--- config.mk ---
export PLATFORM = sky130hd
export DESIGN_NAME = dram_refresh_sched
export DESIGN_NICKNAME = d
export VERILOG_FILES = /design/src/rtl/dram_refresh_pkg.sv /design/src/rtl/refi_timer.sv /design/src/rtl/refresh_debt.sv /design/src/rtl/refresh_seq.sv /design/src/rtl/dram_refresh_sched.sv
export SDC_FILE = /design/constraint.sdc
export NUM_CORES = 1
export LEC_CHECK = 0
export BUFFER_PORTS_ARGS = -buffer_cell sky130_fd_sc_hd__buf_4
export CORE_UTILIZATION = 43
export CTS_CLUSTER_DIAMETER = 200
export DETAILED_ROUTE_END_ITERATION = 8
export SYNTH_ARGS = -nofsm -noshare
export SYNTH_HDL_FRONTEND = slang
export SYNTH_SLANG_ARGS = --single-unit
--- constraint.sdc ---
create_clock -name clk -period 7.46 [get_ports clk]
set_input_delay 0.746 -clock clk [delete_from_list [all_inputs] [get_ports clk]]
set_output_delay 0.746 -clock clk [all_outputs]
set_load 0.01 [all_outputs]
--- src/rtl/dram_refresh_pkg.sv ---
package dram_refresh_pkg;

  typedef enum logic [1:0] {
    ST_IDLE,
    ST_RP_WAIT,
    ST_RFC_WAIT,
    ST_SELF
  } rfsh_state_e;

  typedef struct packed {
    logic cs_n;
    logic ras_n;
    logic cas_n;
    logic we_n;
    logic a10;
  } dram_cmd_t;

  localparam dram_cmd_t CMD_DESEL = '{cs_n: 1'b1, ras_n: 1'b1, cas_n: 1'b1, we_n: 1'b1, a10: 1'b0};
  localparam dram_cmd_t CMD_PREA  = '{cs_n: 1'b0, ras_n: 1'b0, cas_n: 1'b1, we_n: 1'b0, a10: 1'b1};
  localparam dram_cmd_t CMD_AREF  = '{cs_n: 1'b0, ras_n: 1'b0, cas_n: 1'b0, we_n: 1'b1, a10: 1'b0};

endpackage

--- src/rtl/refi_timer.sv ---
module refi_timer #(
  parameter int REFI_CYC = 1950
) (
  input  logic clk,
  input  logic rst_n,
  input  logic hold_i,
  output logic tick_o
);
  localparam int CW = (REFI_CYC > 1) ? $clog2(REFI_CYC) : 1;
  localparam logic [CW-1:0] RELOAD = CW'(REFI_CYC - 1);

  logic [CW-1:0] cnt_q;

  always_ff @(posedge clk) begin
    if (!rst_n)                cnt_q <= RELOAD;
    else if (hold_i)           cnt_q <= RELOAD;
    else if (cnt_q == '0)      cnt_q <= RELOAD;
    else                       cnt_q <= cnt_q - 1'b1;
  end

  assign tick_o = !hold_i && (cnt_q == '0);

  generate
    if (REFI_CYC > 1) begin : g_tick_chk

      tick_spacing_chk: assert property (@(posedge clk) disable iff (!rst_n)
        tick_o |=> !tick_o);
    end
  endgenerate
endmodule

--- src/rtl/refresh_debt.sv ---
module refresh_debt #(
  parameter int DEBT_MAX = 8
) (
  input  logic clk,
  input  logic rst_n,
  input  logic inc_i,
  input  logic dec_i,
  input  logic clr_i,
  output logic pending_o,
  output logic full_o
);
  localparam int DW = $clog2(DEBT_MAX + 1);
  localparam logic [DW-1:0] LIMIT = DW'(DEBT_MAX);

  logic [DW-1:0] debt_q;

  always_ff @(posedge clk) begin
    if (!rst_n || clr_i) debt_q <= '0;
    else begin
      unique case ({inc_i, dec_i})
        2'b10:   if (debt_q != LIMIT) debt_q <= debt_q + 1'b1;
        2'b01:   if (debt_q != '0)    debt_q <= debt_q - 1'b1;
        default: debt_q <= debt_q;
      endcase
    end
  end

  assign pending_o = (debt_q != '0);
  assign full_o    = (debt_q == LIMIT);


  no_underflow_chk: assert property (@(posedge clk) disable iff (!rst_n)
    dec_i |-> pending_o);
endmodule

--- src/rtl/refresh_seq.sv ---
module refresh_seq
  import dram_refresh_pkg::*;
#(
  parameter int RP_CYC  = 3,
  parameter int RFC_CYC = 10
) (
  input  logic      clk,
  input  logic      rst_n,
  input  logic      pending_i,
  input  logic      any_open_i,
  input  logic      self_ref_i,
  input  logic      gnt_i,
  output logic      req_o,
  output logic      lockout_o,
  output logic      dec_o,
  output logic      in_self_o,
  output logic      vld_o,
  output dram_cmd_t cmd_o,
  output logic      cke_o
);
  localparam int MAXW = (RP_CYC > RFC_CYC) ? RP_CYC : RFC_CYC;
  localparam int CW   = $clog2(MAXW + 1);

  rfsh_state_e   state_q;
  logic [CW-1:0] cnt_q;
  logic          self_q;
  logic          accept, go_ref, ref_self;

  assign req_o     = (state_q == ST_IDLE) && (pending_i || self_ref_i);
  assign accept    = req_o && gnt_i;
  assign go_ref    = (accept && !any_open_i) || (state_q == ST_RP_WAIT && cnt_q == '0);
  assign ref_self  = (state_q == ST_IDLE) ? self_ref_i : self_q;
  assign dec_o     = go_ref && !ref_self;
  assign in_self_o = (state_q == ST_SELF);
  assign lockout_o = (state_q != ST_IDLE);

  always_ff @(posedge clk) begin
    if (!rst_n) begin
      state_q <= ST_IDLE;
      cnt_q   <= '0;
      self_q  <= 1'b0;
      vld_o   <= 1'b0;
      cmd_o   <= CMD_DESEL;
      cke_o   <= 1'b1;
    end else begin
      vld_o <= 1'b0;
      cmd_o <= CMD_DESEL;
      unique case (state_q)
        ST_IDLE: if (accept) begin
          self_q <= self_ref_i;
          if (any_open_i) begin
            vld_o   <= 1'b1;
            cmd_o   <= CMD_PREA;
            state_q <= ST_RP_WAIT;
            cnt_q   <= CW'(RP_CYC - 1);
          end
        end
        ST_RP_WAIT:  if (cnt_q != '0) cnt_q <= cnt_q - 1'b1;
        ST_RFC_WAIT: if (cnt_q != '0) cnt_q <= cnt_q - 1'b1;
                     else state_q <= ST_IDLE;
        ST_SELF: if (!self_ref_i) begin
          cke_o   <= 1'b1;
          state_q <= ST_RFC_WAIT;
          cnt_q   <= CW'(RFC_CYC - 1);
        end
        default: state_q <= ST_IDLE;
      endcase
      if (go_ref) begin
        vld_o <= 1'b1;
        cmd_o <= CMD_AREF;
        if (ref_self) begin
          cke_o   <= 1'b0;
          state_q <= ST_SELF;
        end else begin
          state_q <= ST_RFC_WAIT;
          cnt_q   <= CW'(RFC_CYC - 1);
        end
      end
    end
  end


  req_hold_chk: assert property (@(posedge clk) disable iff (!rst_n)
    (req_o && !gnt_i && pending_i) |=> req_o);

  cke_low_chk: assert property (@(posedge clk) disable iff (!rst_n)
    !cke_o |-> (lockout_o && !req_o));
endmodule

--- src/rtl/dram_refresh_sched.sv ---
module dram_refresh_sched
  import dram_refresh_pkg::*;
#(
  parameter int NUM_BANKS = 4,
  parameter int REFI_CYC  = 1950,
  parameter int RP_CYC    = 3,
  parameter int RFC_CYC   = 10,
  parameter int DEBT_MAX  = 8
) (
  input  logic                 clk,
  input  logic                 rst_n,
  input  logic [NUM_BANKS-1:0] banks_open_i,
  input  logic                 self_ref_i,
  input  logic                 ref_gnt_i,
  output logic                 ref_req_o,
  output logic                 ref_urgent_o,
  output logic                 lockout_o,
  output logic                 cmd_vld_o,
  output logic                 cmd_cs_n_o,
  output logic                 cmd_ras_n_o,
  output logic                 cmd_cas_n_o,
  output logic                 cmd_we_n_o,
  output logic                 cmd_a10_o,
  output logic                 cmd_cke_o
);
  logic      tick, pending, full, dec, in_self;
  dram_cmd_t cmd;

  refi_timer #(.REFI_CYC(REFI_CYC)) u_timer (
    .clk(clk), .rst_n(rst_n), .hold_i(in_self), .tick_o(tick)
  );

  refresh_debt #(.DEBT_MAX(DEBT_MAX)) u_debt (
    .clk(clk), .rst_n(rst_n), .inc_i(tick), .dec_i(dec), .clr_i(in_self),
    .pending_o(pending), .full_o(full)
  );

  refresh_seq #(.RP_CYC(RP_CYC), .RFC_CYC(RFC_CYC)) u_seq (
    .clk(clk), .rst_n(rst_n), .pending_i(pending), .any_open_i(|banks_open_i),
    .self_ref_i(self_ref_i), .gnt_i(ref_gnt_i), .req_o(ref_req_o),
    .lockout_o(lockout_o), .dec_o(dec), .in_self_o(in_self),
    .vld_o(cmd_vld_o), .cmd_o(cmd), .cke_o(cmd_cke_o)
  );

  assign ref_urgent_o = full;
  assign cmd_cs_n_o   = cmd.cs_n;
  assign cmd_ras_n_o  = cmd.ras_n;
  assign cmd_cas_n_o  = cmd.cas_n;
  assign cmd_we_n_o   = cmd.we_n;
  assign cmd_a10_o    = cmd.a10;

  localparam int GW = $clog2(RFC_CYC + 1);
  logic [GW-1:0] gap_q;
  logic          aref_seen;
  assign aref_seen = cmd_vld_o && !cmd_cs_n_o && !cmd_ras_n_o && !cmd_cas_n_o && cmd_we_n_o;

  always_ff @(posedge clk) begin
    if (!rst_n)                      gap_q <= GW'(RFC_CYC);
    else if (aref_seen)              gap_q <= GW'(1);
    else if (gap_q != GW'(RFC_CYC))  gap_q <= gap_q + 1'b1;
  end


  rfc_gap_chk: assert property (@(posedge clk) disable iff (!rst_n)
    aref_seen |-> (gap_q == GW'(RFC_CYC)));

  cmd_locked_chk: assert property (@(posedge clk) disable iff (!rst_n)
    cmd_vld_o |-> lockout_o);

  urgent_served_chk: assert property (@(posedge clk) disable iff (!rst_n)
    ref_urgent_o |-> (ref_req_o || lockout_o));
endmodule

Yosys cells after proc, flatten, opt, wreduce, memory -nomap -nowiden
Index checks and enable logic that the tools add are counted.
{"block": "totals", "out_inout_bits": 10, "word_cells": 90, "regBits": 29, "input_bits": 8}
{"block": "classes", "n_addsub": 4, "eq_ne": 13, "bitwise_logic": 3, "muxes": 30, "reduce_logical": 28}
{"op": "$mux W4", "n": 8}
{"op": "$mux W5", "n": 4}
{"op": "$pmux W4 S3", "n": 1}
{"op": "$reduce_bool A4 Y1", "n": 3}
{"op": "$logic_not A11 Y1", "n": 1}
{"op": "$sub A11 B1 Y11 const B", "n": 1}
{"op": "$mux W1", "n": 10}
{"op": "$mux W2", "n": 5}
{"op": "$pmux W4 S2", "n": 1}
{"op": "$reduce_or A4 Y1", "n": 2}
{"op": "$sub A4 B1 Y4 const B", "n": 2}
{"op": "$eq A2 B2 Y1 const B", "n": 3}
{"op": "$logic_and A1 B1 Y1", "n": 6}
{"op": "$ne A3 B1 Y1 const B", "n": 2}
{"op": "$ne A3 B2 Y1 const B", "n": 2}
{"op": "$pmux W2 S3", "n": 1}
{"op": "$reduce_and A5 Y1", "n": 1}
{"op": "$add A4 B1 Y4 const B", "n": 1}
{"op": "$eq A2 B1 Y1 const B", "n": 2}
{"op": "$eq A4 B4 Y1 const B", "n": 1}
{"op": "$logic_not A1 Y1", "n": 4}
{"op": "$logic_not A4 Y1", "n": 1}
{"op": "$ne A2 B1 Y1 const B", "n": 2}
{"op": "$ne A4 B4 Y1 const B", "n": 1}
{"op": "8 further kinds", "n": 13}

Depth between registers and ports, before layout
Gate-level depths: netlist of run 1.
{"block": "logic_depth", "ltp_word": 10, "depth_mapped": 15, "depth_no_buf": 14}

Cells and area by module
From an unflattened synthesis of run 1, not the netlist that was laid out.
{"block": "hier_totals", "cells_unflattened": 182, "hier_area_um2": 1619.1}
{"mod": "refresh_seq", "cells_per_inst": 94, "n_inst": 1, "seq_area_each_um2": 260.2, "area_each_um2": 783.3}
{"mod": "refi_timer", "cells_per_inst": 57, "n_inst": 1, "seq_area_each_um2": 220.2, "area_each_um2": 553.0}
{"mod": "refresh_debt", "cells_per_inst": 30, "n_inst": 1, "seq_area_each_um2": 80.1, "area_each_um2": 275.3}
{"mod": "dram_refresh_sched", "cells_per_inst": 1, "n_inst": 1, "seq_area_each_um2": 0.0, "area_each_um2": 7.5}

Least setup slack after synthesis of run 1
Ideal clock, no wire load.
{"block": "synth_path", "path_type": "input-to-reg", "startpoint": "input banks_open_i[1]", "endpoint": "register u_debt.debt_q[3]", "arrival_ps": 2815, "t_required_ps": 7344, "path_slack_ps": 4529, "setup_ps": 116, "stages": 10, "path_buffers": 0, "cell_sequence": "or4_4 -> a211oi_2 -> o21ai_2 -> inv_1 -> ha_1 -> or3b_2 -> a21oi_1 -> o21ai_0 -> xor2_1 -> nor2_1"}
{"block": "synth_between", "elab_chain_len": 8, "word_cells_on_any_way": 12, "classes_between": "eq/ne (4); mux (1); reduce/logical (7)"}
{"element": "start, declared", "line": "dram_refresh_sched.sv:12", "rtl": "input logic [NUM_BANKS-1:0] banks_open_i,"}
{"element": "$reduce_or A4 Y1 *", "line": "dram_refresh_sched.sv:39", "rtl": ".clk(clk), .rst_n(rst_n), .pending_i(pending), .any_open_i(|banks_open_i),"}
{"element": "$logic_not A1 Y1 *", "line": "refresh_seq.sv:31", "rtl": "assign go_ref = (accept && !any_open_i) || (state_q == ST_RP_WAIT && cnt_q == '0);"}
{"element": "$logic_and A1 B1 Y1 *", "line": "refresh_seq.sv:31"}
{"element": "$logic_or A1 B1 Y1 *", "line": "refresh_seq.sv:31"}
{"element": "$logic_and A1 B1 Y1 *", "line": "refresh_seq.sv:33", "rtl": "assign dec_o = go_ref && !ref_self;"}
{"element": "$eq A2 B1 Y1 / $eq A2 B2 Y1 (equally long branches)", "line": "refresh_debt.sv:20", "rtl": "unique case ({inc_i, dec_i})"}
{"element": "$ne A2 B1 Y1 (no line) / $reduce_bool A2 Y1 (equally long branches)"}
{"element": "$reduce_and A3 Y1 (no line)"}
{"element": "end signal, assigned", "line": "refresh_debt.sv:21", "rtl": "2'b10: if (debt_q != LIMIT) debt_q <= debt_q + 1'b1;"}
{"element": "end signal, assigned", "line": "refresh_debt.sv:22", "rtl": "2'b01: if (debt_q != '0) debt_q <= debt_q - 1'b1;"}
{"element": "end signal, assigned", "line": "refresh_debt.sv:23", "rtl": "default: debt_q <= debt_q;"}
{"element": "end, declared", "line": "refresh_debt.sv:15", "rtl": "logic [DW-1:0] debt_q;"}
Every way passes the cells marked *; elsewhere a longest branch is shown, timed or not.
A chain may end at the register's enable or synchronous reset.

Final worst setup path of run 1
Ends and elaborated chain as after synthesis.

==> impl_results.md, run 1 <==
- Syn Inst Count: roughly 200
- DRC viols: 0
- Post-synthesis cell type count: 51
- Rows: 22
- Cell Chain, Critical Path: buf_4, or4_4, a211oi_2, o21ai_2, inv_1, ha_1, or3b_2, a21oi_1, o21ai_0, xor2_1, nor2_1
- Combinational power share: 49.4%
- Post-Synth Simple-Gate Area: 25.1%
- Final Slew Violations: 0
- Status: finished, final reports clean
- Die Wd: between 60 and 70 um
- Part of the power in registers: 32.1%
- Num CTS Buffers: 3
- N_diodes: 0
- Pre-CTS WS: between 4 and 5 ns
- Setup CP Type: in2reg
- Internal power: 392 uW
- H-Tree Depth: 1
- Unrepaired setup endpoints after global routing: no
- Timing-limited maximum frequency: approximately 340 MHz
- Final worst setup slack: 4.52 ns
- Largest net degree at the start of global routing: 17
- Die area: 4110 um2
- Clk root buf: clkbuf_8
- Sequential fraction of the synthesis area: 33.8%
- Clk_lat worst skew: 0.27 ns
- NetSw: 260 uW
- Wirelength per Cell: ~13 um
- Worst Path Required: 7.64 ns
- WP buf/inv: 2
- Synth Area in XOR/XNOR: 7.39%
- Fraction of layout cells with a size suffix above 1: roughly a fifth
- Final setup fails: 0
- WL final: 3370 um
- Die Y: ~64 um
- Mean post-synth cell area: between 8 and 9 um2
- Tightest Pin Transition: a little over 0.7 ns
- Post-CTS Setup Inserts: 0
- Crit path time final: 2.94 ns
- Overflow after GRT: 0
- Core area: 3690 um2
- DR iter-0 viols: ~110
- Cts hold-fix bufs: 0
- Initial antenna violation count: 0
- Synth Flop Type: dfxtp_1
- GP Congestion: 0.870
- Clock sinks: 28
- Max-cap violation count: 0
- Vias/cell: 5.29
- EDFF count, synth: 0
- Max stage delay on crit path: 0.54 ns
- Cell Area, Placed: 1810 um2
- Compound-gate portion of the synthesized area: 17.0%
- Critical Path AT: 3.12 ns
- Vias in the first global route: 1328
- # resized after CTS: 0
- First-pass GRT wire length: 6090 um
- DP Wirelength: 2620 um
- Starting Density: 45.0%
- Pwr Density: 347 nW/um2
- Period utilization: 39.4%
- Max Root-Sink Buffers: 2
- P_leak: 0.764 nW
- Worst Path Max Fanout: 6
- GR Util All Layers: 18.7%
- Max VDD drop: ~0.00013 V
- CP delay by family, top: simple AND/OR/NAND/NOR gates
- Hold Path Class: reg2reg
- CTS tree: done
- Setup TNS: 0 ns
- Ys async rst share: 0%
- Worst hold margin: 0.423 ns
- Final instance area: 1880 um2
- Total power draw: 652 uW
- Main combinational cell family by area after synthesis: simple AND/OR/NAND/NOR gates
- Synth Register Bits: 28
- Mux cell area share after synthesis: 1.28%
- Slew margin rel.: 51.3%
- Post-synth net total: 215
- Critical Path Sink Type: register
- Final Hold Fails: 0
- Synth Area in Adders: 9.05%
- I/O pin count: 18
- Vias: 1365
- Syn. warnings: 0
- Mapped Area: 1660 um2
- Drt pass-1 iters: 4
- Net Sw Frac: 39.9%
- CP Launch Type: primary input
- Final net count: 231
- Clock share of power: 18.6%
- Antenna-violating nets left: 0
- Worst Skew: 0.00186 ns
- Port bufs: 17
- Slowest stage cell, crit path: or4_4
- Area grow syn2layout: 13.1%
- Reg clk slew, reported paths: 0.10 ns
## synthesized netlist by cell type, drive strengths merged (2+ instances only)
library cell / count / area [um2]
a21o: 2 / 15.0
a21oi: 12 / 60.1
a22oi: 2 / 15.0
a31oi: 3 / 18.8
and2: 4 / 25.0
buf: 3 / 30.0
clkbuf: 3 / 11.3
dfxtp: 28 / 561
ha: 12 / 150
inv: 17 / 63.8
nand2: 21 / 96.3
nand2b: 2 / 12.5
nand3: 6 / 35.0
nand3b: 2 / 15.0
nor2: 17 / 66.3
nor3: 5 / 30.0
nor4: 3 / 18.8
o21ai: 14 / 77.6
o31ai: 2 / 15.0
or2: 2 / 12.5
or2b: 2 / 16.3
or3b: 2 / 17.5
or4: 2 / 22.5
xnor2: 9 / 78.8
xor2: 5 / 43.8
## registers in the layout, indices dropped and copies added, names as in the netlist
name,count
u_timer.cnt_q,11
u_debt.debt_q,4
u_seq.cmd_o,4
u_seq.cnt_q,4
u_seq.state_q,2
u_seq.cke_o,1
u_seq.self_q,1
u_seq.vld_o,1
## cell families after synthesis
group,after synthesis
XOR/XNOR,14
flip-flops,28
multiplexers,2
AND/OR/NAND/NOR,73
AO/OA/AOI/OAI,43
adder cells (fa/ha/maj),12
buffers and inverters,23
## through the flow
stage / std cells / utilization, %
2_1_floorplan: 195 / -
3_3_place_gp: 254 / 48.9
3_5_place_dp: 254 / 48.9
4_1_cts: 258 / 50.9
5_1_grt: 258 / 50.9
6_report: 258 / 50.9
## metal layers
metal / up-vias / wire (um) / global-route usage [%]
met5: - / 0 / 0
met4: 0 / 29 / 5.00
met3: 4 / 133 / 2.68
met2: 21 / 1580 / 31.0
met1: 646 / 1630 / 25.2
li1: 694 / - / -
## worst register-to-register path, delay by kind of cell, from the launching register on
kind,cells,cell delay [ns]
AOI/OAI and AO/OA,2,0.53
muxes,1,0.28
DFF,1,0.36
and+or+nand+nor,5,1.22
xor gates and xnor gates,1,0.17
adders and majority gates,1,0.27
## final cells by class
cell class              count  area (um2)
clock buffers               3        41.3
clock inverters             1        30.0
fillers                   365        1810
inverters                  17        63.8
multi-input cells         144         993
flip-flops and latches     28         561
well taps                  48        60.1
repair buffers             17         128
## cell usage in the layout (no fill, tap or decap), types with 7 or more instances in the layout
| cell type | synthesis | routed |
|---|---|---|
| a21oi_1 | 12 | 12 |
| ha_1 | 12 | 12 |
| o21ai_0 | 11 | 11 |
| nand2_1 | 14 | 14 |
| nand2_2 | 7 | 7 |
| xnor2_1 | 9 | 9 |
| buf_4 | 1 | 17 |
| nor2_1 | 16 | 16 |
| inv_1 | 16 | 16 |
| dfxtp_1 | 28 | 28 |
## power by group through the flow
stage                     clock [mW]  combinational (mW)  sequential (mW)
final                          0.121               0.322            0.209
after global routing           0.131               0.363            0.215
after CTS                      0.124               0.322            0.208
after detailed placement           0               0.321            0.211
after global placement             0               0.312            0.211
after floorplan                    0               0.244            0.209
## final timing paths
kind	from	to	cells after the start	slack, ns
worst max-delay path	banks_open_i[1]	u_debt.debt_q[3]	11	4.52
worst min-delay path	u_timer.cnt_q[0]	u_timer.cnt_q[0]	1	0.42
worst max register to register	u_timer.cnt_q[4]	u_debt.debt_q[3]	10	4.53
worst min register to register	u_timer.cnt_q[0]	u_timer.cnt_q[0]	1	0.42
(Power assumes the default switching activity.)
==> run 2: changes to the inputs <==
==> constraint.sdc (replaced) <==
create_clock -name clk -period 2.9 [get_ports clk]
set_input_delay 0.29 -clock clk [delete_from_list [all_inputs] [get_ports clk]]
set_output_delay 0.29 -clock clk [all_outputs]
set_load 0.01 [all_outputs]
==> impl_results.md, run 2 (synthesis results as in run 1) <==
- Core area: 3690 um2
- Critical Path AT: 2.97 ns
- CTS tree: done
- Worst hold margin: 0.232 ns
- P_leak: 0.798 nW
- Largest register FFs: 11
- Max VDD drop: roughly 0.00051 V
- Crit path time final: 2.74 ns
- Overflow after GRT: 0
- Worst Path Required: 3.13 ns
- Min-Delay Path Depth: 2
- Vias/cell: around 5.2
- Timing-limited maximum frequency: roughly 370 MHz
- Register area: 561 um2
- H-Tree Depth: 1
- Multi-input gate area: 1010 um2
- Final net count: 238
- Final Hold Fails: 0
- Final setup fails: 0
- DR iter-0 viols: 48
- N_diodes: 0
- Cell Chain, Critical Path: inv_1, ha_2, or3b_4, nor2_4, o21ai_2, inv_1, ha_2, or3b_2, a21oi_1, o21ai_0, xor2_1, nor2_1
- Die Y: ~64 um
- Vias in the first global route: 1301
- Clock sinks: 28
- GP Congestion: 0.824
- CP Launch Type: register
- First-pass GRT wire length: 5820 um
- Largest net degree at the start of global routing: 17
- Slowest stage cell, crit path: or3b_2
- Worst r2r dst: u_debt.debt_q[3]
- Filler instances: 352
- Area grow syn2layout: 17.2%
- Final Slew Violations: 0
- WL final: 3510 um
- Setup CP Type: reg2reg
- Status: finished, final reports clean
- GR Util All Layers: 18.3%
- Initial antenna violation count: 0
- Vias: 1374
- Most frequent cells in the layout: dfxtp_1, buf_4, inv_1, nor2_1, nand2_1
- Worst setup endpoint: u_debt.debt_q[3]
- Drt pass-1 iters: 4
- Max Root-Sink Buffers: 2
- Worst Skew: 0.00210 ns
- Register-to-Register Path Depth: 12
- Largest reg by FF count: u_timer.cnt_q
- Period utilization: 94.4%
- Tightest Pin Transition: 0.375 ns
- DP Wirelength: ~2700 um
- Hold Path Class: in2reg
- Antenna-violating nets left: 0
- Pwr Density: ~910 nW/um2
- Worst Path Max Fanout: 6
- Starting Density: roughly 45%
- Max-cap violation count: 0
- Die Wd: 64.1 um
- Most common cell after layout, fill and taps aside: dfxtp_1
- Clk root buf: clkbuf_8
- DRC viols: 0
- Critical Path Sink Type: register
- Fraction of layout cells with a size suffix above 1: 25.3%
- Worst R2R Start: u_seq.cnt_q[0]
- Setup TNS: 0 ns
- Num CTS Buffers: 3
- Setup crit start: u_seq.cnt_q[0]
- I/O pin count: 18
- Rows: 22
- Clk_lat worst skew: 0.28 ns
- R2R setup slack: 0.16 ns
- Slew margin rel.: 74.8%
- Die area: 4110 um2
- Max stage delay on crit path: around 0.45 ns
- Reg clk slew, reported paths: 0.10 ns
- Wirelength per Cell: 13.2 um
- Port bufs: 17
[run 2: how the worst min path moves through the flow]
| stage | from | to |
|---|---|---|
| final | rst_n | u_seq.cmd_o[2] |
| after global routing | rst_n | u_seq.cmd_o[2] |
| after CTS | rst_n | u_seq.cmd_o[2] |
| after detailed placement | u_timer.cnt_q[0] | u_timer.cnt_q[0] |
| after global placement | u_timer.cnt_q[0] | u_timer.cnt_q[0] |
| after floorplan | rst_n | u_seq.cmd_o[2] |
[run 2: through the flow]
step	utilization [%]	power [mW]	cells	worst slack, ns	area (um2)
2_1_floorplan	-	1.16	195	0.251	1660
5_1_grt	52.7	1.90	265	-0.00862	1940
3_3_place_gp	50.2	1.40	260	0.156	1850
4_1_cts	52.1	1.75	264	0.0520	1920
6_report	52.7	1.77	265	0.163	1940
3_5_place_dp	50.2	1.43	260	0.0986	1850
[run 2: layout make-up]
cell class	count	share of cell area, %
clock buffer	3	2.12
tap	48	3.09
clock inverter	1	1.54
timing repair buffer	24	9.27
sequential	28	28.8
multi-input combinational	144	51.9
inverter	17	3.28
[run 2: routing by layer]
layer / part of all wire [%] / vias up / wire length, um / GRT usage (%)
met5: 0 / - / 0 / 0
met4: 1.6 / 0 / 56 / 7.50
met3: 2.8 / 5 / 98 / 2.68
met2: 49 / 19 / 1710 / 31.1
met1: 47 / 642 / 1650 / 23.1
li1: - / 708 / - / -
[run 2: repair_timing]
action	in CTS	in global routing
endpoints found under the setup margin	0	3
hold buffers	0	0
resized for setup	0	5
setup buffers	0	1
[run 2: report_power, final]
group	leakage, nW	switching, mW	internal (mW)	total (mW)
clock network	0.0357	0.133	0.185	0.318
logic	0.533	0.491	0.424	0.916
registers	0.229	0.0760	0.465	0.541
[run 2: critical path, delay by kind of cell, from the launching register on]
| family | cells | cell delay, ns |
|---|---|---|
| buf+inv | 2 | 0.23 |
| fa+ha+maj | 2 | 0.46 |
| flops | 1 | 0.36 |
| simple gates | 4 | 1.09 |
| xor+xnor | 1 | 0.16 |
| compound gates | 3 | 0.38 |
==> run 3: changes to the inputs <==
--- a/config.mk
+++ b/config.mk
@@ -7,6 +7,7 @@
 export LEC_CHECK = 0
 export BUFFER_PORTS_ARGS = -buffer_cell sky130_fd_sc_hd__buf_4
 export CORE_UTILIZATION = 43
+export CTS_BUF_LIST = sky130_fd_sc_hd__clkbuf_4
 export CTS_CLUSTER_DIAMETER = 200
 export DETAILED_ROUTE_END_ITERATION = 8
 export SYNTH_ARGS = -nofsm -noshare
==> impl_results.md, run 3 (synthesis results as in run 1) <==
- Core area: ~3700 um2
- Port bufs: 17
- Max-cap violation count: 0
- I/O pin count: 18
- Critical Path AT: 3.04 ns
- DP Wirelength: 2720 um
- Clock sinks: 28
- Final net count: 237
- Largest reg by FF count: u_timer.cnt_q
- Vias: between 1k and 1.5k
- Worst Skew: 0.00351 ns
- Num CTS Buffers: 3
- Instance count on the critical path: 12
- Unrepaired setup endpoints after global routing: no
- DRC viols: 0
- Pre-CTS WS: roughly 0.099 ns
- Cell Chain, Critical Path: inv_1, ha_2, or3b_4, nor2_4, o21ai_2, inv_1, ha_2, or3b_2, a21oi_1, o21ai_0, xor2_1, nor2_1
- Setup CP Type: reg2reg
- Final worst setup slack: 0.158 ns
- Starting Density: approximately 45%
- P_leak: approximately 0.79 nW
- Slew margin rel.: around three quarters
- Clk_lat worst skew: 0.34 ns
- GR Util All Layers: 18.2%
- Die Wd: between 60 and 70 um
- Total power draw: approximately 1.7 mW
- Rows: 22
- WP buf/inv: 2
- Die Y: 64.1 um
- Clk root buf: clkbuf_4
- Die area: 4110 um2
- Filler instances: 355
- Drt pass-1 iters: 4
- H-Tree Depth: 1
- Worst setup endpoint: u_debt.debt_q[3]
- Crit path time final: 2.74 ns
- Slowest stage cell, crit path: or3b_2
- Setup TNS: 0 ns
- DR iter-0 viols: 45
- Wirelength per Cell: 13.1 um
- Max Root-Sink Buffers: 2
- Worst r2r dst: u_debt.debt_q[3]
- Pwr Density: roughly 900 nW/um2
- Final setup fails: 0
- Largest register FFs: 11
- R2R setup slack: 0.16 ns
- Area grow syn2layout: 15.8%
- N_diodes: 0
- Fraction of layout cells with a size suffix above 1: between 20% and 30%
- Max stage delay on crit path: 0.45 ns
- CP delay by family, top: simple AND/OR/NAND/NOR gates
- First-pass GRT wire length: around 5800 um
- Tightest Pin Transition: 0.375 ns
- Setup crit start: u_seq.cnt_q[0]
- CP Launch Type: register
- Most common cell after layout, fill and taps aside: dfxtp_1
- Initial antenna violation count: 0
- Antenna-violating nets left: 0
- Vias/cell: 5.25
- Worst Path Required: ~3.2 ns
- Most frequent cells in the layout: dfxtp_1, buf_4, inv_1, nor2_1, nand2_1
- Worst R2R Start: u_seq.cnt_q[0]
- Final Hold Fails: 0
- Critical Path Sink Type: register
- Max VDD drop: 0.000506 V
- WL final: between 3000 and 4000 um
- Period utilization: between 90 and 100%
- Status: finished, final reports clean
- CTS tree: done
- Overflow after GRT: 0
- Reg clk slew, reported paths: about 0.16 ns
- Final Slew Violations: 0
- Register-to-Register Path Depth: 12
- Largest net degree at the start of global routing: 17
- Vias in the first global route: 1303
- Timing-limited maximum frequency: 365 MHz
- Hold Path Class: in2reg
- Worst Path Max Fanout: 6
- GP Congestion: 0.824
-- run 3: cell types whose count changed in the layout (fill, tap and decap cells not counted) --
cell / delta
buf_4: -1
clkbuf_4: +3
dfxtp_1: -2
clkbuf_8: -3
dfxtp_2: +2
-- run 3: layout make-up --
type	instances	area [um2]	share of cell area [%]
Timing Repair Buffer	23	173	8.99
Clock inverter	1	30.0	1.56
Inverter	17	63.8	3.32
Tap cell	48	60.1	3.13
Sequential cell	28	563	29.3
Multi-Input combinational cell	144	1010	52.5
Clock buffer	3	22.5	1.17
-- run 3: worst min-delay path by stage --
| stage | from | endpoint | slack [ns] | cells past startpoint |
|---|---|---|---|---|
| after floorplan | rst_n | u_seq.cmd_o[2] | 0.35 | 1 |
| after global placement | u_timer.cnt_q[0] | u_timer.cnt_q[0] | 0.39 | 1 |
| after detailed placement | u_timer.cnt_q[0] | u_timer.cnt_q[0] | 0.42 | 1 |
| after CTS | rst_n | u_seq.cmd_o[2] | 0.14 | 2 |
| after global routing | rst_n | u_seq.cmd_o[2] | 0.16 | 2 |
| final | rst_n | u_seq.cmd_o[2] | 0.16 | 2 |
-- run 3: timing repair --
action	CTS	global route
hold buffers	0	0
resized for setup	0	7
buffers inserted	0	0
setup endpoints to repair	0	3
-- run 3: stage by stage --
stage / util (%) / area [um2] / hold WS (ns) / instances
3_5_place_dp: 50.2 / 1850 / 0.418 / 260
2_1_floorplan: - / 1660 / 0.352 / 195
5_1_grt: 52.1 / 1920 / 0.157 / 264
6_report: 52.1 / 1920 / 0.163 / 264
4_1_cts: 51.6 / 1900 / 0.144 / 264
3_3_place_gp: 50.2 / 1850 / 0.390 / 260
-- run 3: report_power, final --
group	internal (mW)	leakage (nW)	switching [mW]	total [mW]
combinational	0.424	0.529	0.490	0.914
sequential	0.465	0.229	0.0765	0.541
clock	0.140	0.0279	0.126	0.266
total	1.03	0.786	0.692	1.72
-- run 3: routing by layer --
layer | share of wire [%] | track usage, % | routed length, um
met2 | 49 | 31.1 | 1710
met5 | 0 | 0 | 0
met1 | 47 | 23.1 | 1620
met4 | 1.3 | 7.50 | 44
met3 | 2.7 | 2.14 | 93
